[src/rtl/frac_baud_pkg.sv]
// Shared widths, register addresses and reset values for the baud generator.
package frac_baud_pkg;
    localparam int FRAC_BITS = 3;           // prescale counts in 1/8 units
    localparam int PRE_W     = 9;           // prescale width in eighths
    localparam int DIV_W     = 16;          // integer divisor width
    localparam int OVS_W     = 4;           // oversampling code width
    localparam int OVS_CNT_W = OVS_W + 1;   // decoded sample count width
    localparam int ADDR_W    = 3;
    localparam int DATA_W    = 8;
    localparam logic [PRE_W-1:0] PRE_RESET = 9'd271;  // 33.875
    localparam logic [PRE_W-1:0] PRE_ONE   = PRE_W'(1 << FRAC_BITS);

    typedef enum logic [ADDR_W-1:0] {
        REG_DIV_LO = 3'd0,
        REG_DIV_HI = 3'd1,
        REG_PRE_LO = 3'd2,
        REG_PRE_HI = 3'd3,
        REG_OVS    = 3'd4,
        REG_CTRL   = 3'd5
    } reg_addr_e;
endpackage

[src/rtl/frac_baud_regs.sv]
// Register file for the baud generator.
// It holds the divisor, prescale and oversampling settings and the two
// enable bits, and it produces the effective (clamped) division values.
// Assumes writes are single-cycle strobes.
module frac_baud_regs
    import frac_baud_pkg::*;
(
    input  logic                 clk,
    input  logic                 rst_n,
    input  logic                 wr_en,
    input  logic [ADDR_W-1:0]    wr_addr,
    input  logic [DATA_W-1:0]    wr_data,
    output logic [PRE_W-1:0]     pre_eff,
    output logic [DIV_W-1:0]     div_eff,
    output logic [OVS_CNT_W-1:0] ovs_eff
);
    logic [DIV_W-1:0] div_q;
    logic [PRE_W-1:0] pre_q;
    logic [OVS_W-1:0] ovs_q;
    logic             enh_q;
    logic             pen_q;

    // Register writes; a low prescale byte write also clears the ninth bit.
    always_ff @(posedge clk) begin
        if (!rst_n) begin
            div_q <= DIV_W'(1);
            pre_q <= PRE_RESET;
            ovs_q <= '0;
            enh_q <= 1'b0;
            pen_q <= 1'b0;
        end else if (wr_en) begin
            case (wr_addr)
                REG_DIV_LO: div_q[7:0]  <= wr_data;
                REG_DIV_HI: div_q[15:8] <= wr_data;
                REG_PRE_LO: pre_q       <= {1'b0, wr_data};
                REG_PRE_HI: pre_q[8]    <= wr_data[0];
                REG_OVS:    ovs_q       <= wr_data[OVS_W-1:0];
                REG_CTRL: begin
                    enh_q <= wr_data[0];
                    pen_q <= wr_data[1];
                end
                default: ;
            endcase
        end
    end

    // Effective prescale: bypass unless both enables are set; floor of 1.000.
    always_comb begin
        if (!(enh_q && pen_q) || pre_q < PRE_ONE) pre_eff = PRE_ONE;
        else                                      pre_eff = pre_q;
    end

    // Effective divisor: zero acts as one.
    always_comb div_eff = (div_q == '0) ? DIV_W'(1) : div_q;

    // Effective oversampling count: 0 means 16, 1..3 mean 4.
    always_comb begin
        if (ovs_q == '0)                ovs_eff = OVS_CNT_W'(16);
        else if (ovs_q < OVS_W'(4))     ovs_eff = OVS_CNT_W'(4);
        else                            ovs_eff = {1'b0, ovs_q};
    end
endmodule

[src/rtl/frac_baud_phase.sv]
// Fractional prescaler built as a phase accumulator in 1/2^FRAC units.
// It adds one whole unit per clock and emits a pulse when the sum reaches
// the prescale, subtracting it. Assumes pre >= one whole unit.
module frac_baud_phase #(
    parameter int PRE_W = 9,
    parameter int FRAC  = 3
) (
    input  logic             clk,
    input  logic             rst_n,
    input  logic             clr,
    input  logic [PRE_W-1:0] pre,
    output logic             pulse
);
    localparam int SUM_W = PRE_W + 1;
    localparam logic [SUM_W-1:0] STEP = SUM_W'(1 << FRAC);

    logic [PRE_W-1:0] acc_q;
    logic [SUM_W-1:0] sum;
    logic [SUM_W-1:0] rem;

    // Next phase and pulse decision.
    always_comb begin
        sum   = {1'b0, acc_q} + STEP;
        pulse = (sum >= {1'b0, pre});
        rem   = pulse ? (sum - {1'b0, pre}) : sum;
    end

    // Phase register, restarted on clear.
    always_ff @(posedge clk) begin
        if (!rst_n || clr) acc_q <= '0;
        else               acc_q <= rem[PRE_W-1:0];
    end
endmodule

[src/rtl/frac_baud_count.sv]
// Modulo counter on a step input. It fires on the step that completes
// `limit` steps and then wraps. Assumes limit >= 1 and that limit only
// changes together with clr.
module frac_baud_count #(
    parameter int W = 16
) (
    input  logic         clk,
    input  logic         rst_n,
    input  logic         clr,
    input  logic         step,
    input  logic [W-1:0] limit,
    output logic         fire
);
    logic [W-1:0] cnt_q;

    // Terminal step detection.
    always_comb fire = step && (cnt_q == limit - W'(1));

    // Count steps, wrap on fire, restart on clear.
    always_ff @(posedge clk) begin
        if (!rst_n || clr) cnt_q <= '0;
        else if (fire)     cnt_q <= '0;
        else if (step)     cnt_q <= cnt_q + W'(1);
    end
endmodule

[src/rtl/frac_baud_gen.sv]
// Baud generator top: registers -> fractional prescaler -> divisor ->
// oversampling counter. Strobes are one clock wide. They are suppressed
// in reset and write cycles. Any write restarts all phases.
module frac_baud_gen
    import frac_baud_pkg::*;
(
    input  logic              clk,
    input  logic              rst_n,
    input  logic              wr_en,
    input  logic [ADDR_W-1:0] wr_addr,
    input  logic [DATA_W-1:0] wr_data,
    output logic              sample_tick,
    output logic              bit_tick
);
    logic [PRE_W-1:0]     pre_eff;
    logic [DIV_W-1:0]     div_eff;
    logic [OVS_CNT_W-1:0] ovs_eff;
    logic                 pre_pulse;
    logic                 sample_raw;
    logic                 bit_raw;

    frac_baud_regs u_regs (
        .clk(clk), .rst_n(rst_n), .wr_en(wr_en), .wr_addr(wr_addr),
        .wr_data(wr_data), .pre_eff(pre_eff), .div_eff(div_eff),
        .ovs_eff(ovs_eff)
    );

    frac_baud_phase #(.PRE_W(PRE_W), .FRAC(FRAC_BITS)) u_phase (
        .clk(clk), .rst_n(rst_n), .clr(wr_en), .pre(pre_eff),
        .pulse(pre_pulse)
    );

    frac_baud_count #(.W(DIV_W)) u_div (
        .clk(clk), .rst_n(rst_n), .clr(wr_en), .step(pre_pulse),
        .limit(div_eff), .fire(sample_raw)
    );

    frac_baud_count #(.W(OVS_CNT_W)) u_ovs (
        .clk(clk), .rst_n(rst_n), .clr(wr_en), .step(sample_raw),
        .limit(ovs_eff), .fire(bit_raw)
    );

    // Output gating: quiet during reset and write cycles.
    always_comb begin
        sample_tick = sample_raw && !wr_en && rst_n;
        bit_tick    = bit_raw    && !wr_en && rst_n;
    end
endmodule

[config.mk]
export PLATFORM = sky130hd
export DESIGN_NAME = frac_baud_gen
export DESIGN_NICKNAME = d
export VERILOG_FILES = /design/src/rtl/frac_baud_pkg.sv /design/src/rtl/frac_baud_regs.sv /design/src/rtl/frac_baud_phase.sv /design/src/rtl/frac_baud_count.sv /design/src/rtl/frac_baud_gen.sv
export SDC_FILE = /design/constraint.sdc
export NUM_CORES = 1
export LEC_CHECK = 0
export CORE_UTILIZATION = 57
export CTS_BUF_LIST = sky130_fd_sc_hd__clkbuf_2
export DETAILED_ROUTE_END_ITERATION = 16
export PLACE_DENSITY_LB_ADDON = 0.12
export SYNTH_ARGS = -nofsm -noshare
export SYNTH_HDL_FRONTEND = slang
export SYNTH_SLANG_ARGS = --single-unit
export TNS_END_PERCENT = 10
[constraint.sdc]
create_clock -name clk -period 3.1 [get_ports clk]
set_clock_uncertainty 0.15 [all_clocks]
set_input_delay 0.465 -clock clk [delete_from_list [all_inputs] [get_ports clk]]
set_output_delay 0.465 -clock clk [all_outputs]
set_load 0.02 [all_outputs]
==> summary.txt <==
status: finished, violations left
failing checks: setup timing
core area: 6350 sq um
syn avg cell area: 8.08 sq um
CTS tree: done
most frequent cells in the layout: 85 x buf_4, 73 x nand2_1, 59 x dfxtp_1
grt total ovfl: 0
leak pwr: 1.90 nW
RSZ-0062 raised after global routing: yes
worst skew pair latency: 0.57 ns
first-pass GRT wire length: 16,400 um
cells after synthesis: 464
# fillers: 482
VDD IR max: 0.279 mV
# rows: 29
drt total wl: 10,600 um
vias: 3,761
net switching power: 0.515 mW
area growth from synthesis to layout: 30.2%
ys flop type: dfxtp_1
period utilisation layout: 1.36
# setup viols final: 31
clock network power share: 0.315
register area: 1220 sq um
flip-flop and latch count after synthesis: 61
asr flop ratio synth: 0
min-delay worst type: register to register
commonest non-fill, non-tap cell in the layout: buf_4
wire per inst: 16.5 um
WS Path Type: register to output pin
crit path launch type: register
Worst Setup SP: u_regs.pre_q[3]
initial core utilization: 0.591
CTS Buffer Depth: 2
share of power burned in registers: 0.492
RePlAce Congestion: 0.876
die footprint: 6910 sq um
Fin. Hold Viols: 0
synth unique cells: 57
dpl ws: -0.876 ns
total CTS buffers: 9
Ports: 16
HP Start: u_regs.pre_q[2]
Worst Path Required: 2.48 ns
Max Cap Viol: 0
Net Sw Frac: 0.310
Final WS setup: -1.11 ns
Post-Syn Nets: 493
register area share after synthesis: 0.326
f_max: 238 MHz
port bufs: 15
Comb pwr share: 0.193
vias in the first global route: 3,506
post-route DRC violation count: 0
Die H: 83.1 um
Worst slew margin: 0.600
DP Wirelength: 7520 um
placed inst area: 4560 sq um
H-tree depth: 3
total track usage: 0.301
largest net degree at the start of global routing: 33
final instance area: 4880 sq um
Non-Filler Instances: 644
root buf cell: clkbuf_2
DR vias/cell: 5.84
Layout Nets: 591
Pint: 1.14 mW
Post-synth EDFFs: 0
crit-path max FO: 3
Die W: 83.1 um
CTS Sinks: 61
Ys Warns: 0
first-pass iteration count of the detailed router: 5
n_diodes: 0
WP data arrival: 3.59 ns
Least-Margin Pin Slew: 0.599 ns
Worst-path clk slew: 0.19 ns
worst r2r src: u_regs.pre_q[3]
multi-input logic area: 2580 sq um
initial antenna violation count: 0
Inst Count DP: 620
CP endpoint kind: output pin
# hold bufs at CTS: 0
DRT iter0 DRCs: 333
Final min period: 4.21 ns
Post-DRT Antenna Nets: 0
fraction of layout cells with a size suffix above 1: 0.254
synthesized area: 3750 sq um
max-slew violations: 0
P per Cell Area: 340 nW/um^2
==> per-layer routing <==
layer,GRT usage,vias to the layer above,part of all wire
li1,-,1845,-
met1,0.393,1754,0.45
met2,0.477,123,0.46
met3,0.0567,39,0.052
met4,0.147,0,0.042
met5,0,-,0
==> final cells by class <==
cell class,instances,area share
clock inverter,7,0.0154
inverter,11,0.00846
clock buffer,9,0.00923
timing repair buffer,103,0.169
sequential,61,0.251
tap,77,0.0197
multi-input combinational,376,0.528
==> through the flow <==
step | setup TNS [ns] | utilization | power [mW] | hold WS (ns)
6_report | -7.29 | 0.769 | 1.66 | 0.368
5_1_grt | -11.03 | 0.769 | 1.72 | 0.389
4_1_cts | -9.09 | 0.745 | 1.65 | 0.359
3_5_place_dp | -8.97 | 0.718 | 1.11 | 0.332
3_3_place_gp | -7.02 | 0.718 | 1.10 | 0.328
2_1_floorplan | -3.73 | - | 1.00 | 0.282
==> worst paths after layout <==
path | end | slack (ns) | depth (start not counted)
setup reg to reg | u_ovs.cnt_q[3] | -0.30 | 15
hold reg to reg | u_regs.pre_q[2] | 0.37 | 2
hold / removal | u_regs.pre_q[2] | 0.37 | 2
setup / recovery | bit_tick | -1.11 | 15
==> registers in the layout, indices dropped and copies added, names as in the netlist <==
register / flops
u_ovs.cnt_q: 5
u_phase.acc_q: 9
u_div.cnt_q: 16
u_regs.div_q: 16
u_regs.ovs_q: 4
u_regs.pen_q: 1
u_regs.enh_q: 1
u_regs.pre_q: 9
==> Yosys cell counts (4+ instances only) <==
| cell | instances | area [sq um] |
|---|---|---|
| nor3b_1 | 4 | 30.0 |
| nand3_1 | 24 | 120 |
| xor2_1 | 17 | 149 |
| and3_1 | 4 | 25.0 |
| o211ai_1 | 5 | 37.5 |
| a211oi_1 | 5 | 37.5 |
| clkbuf_1 | 13 | 48.8 |
| xnor2_1 | 26 | 228 |
| o31a_1 | 4 | 35.0 |
| dfxtp_1 | 61 | 1220 |
| nor2b_1 | 12 | 75.1 |
| and2_1 | 5 | 31.3 |
| nand2_1 | 74 | 278 |
| ha_1 | 14 | 175 |
| nand4_1 | 9 | 56.3 |
| o21ai_0 | 11 | 55.1 |
| a21oi_1 | 16 | 80.1 |
| a21boi_0 | 20 | 150 |
| or3_1 | 6 | 37.5 |
| nor3_1 | 12 | 60.1 |
| nor2_1 | 40 | 150 |
| nor4_1 | 7 | 43.8 |
| inv_1 | 11 | 41.3 |
| mux2i_1 | 11 | 110 |
==> cells by family (layout without fill, tap and decap cells) <==
family / Yosys count / count (layout) / share of synthesized area
multiplexers: 12 / 12 / 0.0324
flip-flops: 61 / 61 / 0.326
XOR/XNOR: 43 / 43 / 0.100
AND/OR/NAND/NOR: 217 / 218 / 0.297
adder cells (fa/ha/maj): 15 / 15 / 0.0521
buffers and inverters: 28 / 130 / 0.0314
AO/OA/AOI/OAI: 88 / 88 / 0.161
==> critical path, cell delays in order, from the launching register on <==
cell      delay, ns
dfxtp_2        0.36
or4_4          0.52
o31a_1         0.29
and2_4         0.16
ha_4           0.15
inv_2          0.05
fa_2           0.22
nand3_2        0.08
a21oi_2        0.13
o31a_1         0.18
o211ai_1       0.09
nor4_1         0.19
nand3_1        0.20
buf_6          0.17
nor3_4         0.11
buf_6          0.14
==> power groups by stage <==
stage	sequential, mW	combinational [mW]	clock, mW
floorplan	0.831	0.170	0
global placement	0.830	0.275	0
detailed placement	0.831	0.280	0
CTS	0.816	0.302	0.530
global route	0.818	0.344	0.561
finish	0.816	0.320	0.523
==> what timing repair did <==
action / in CTS / in global routing
pin swaps: 8 / 9
setup endpoints to repair: 31 / 31
buffers inserted: 3 / 4
resized for setup: 18 / 24
cloned: 0 / 1
No activity file was read; power rests on OpenSTA's default activity.
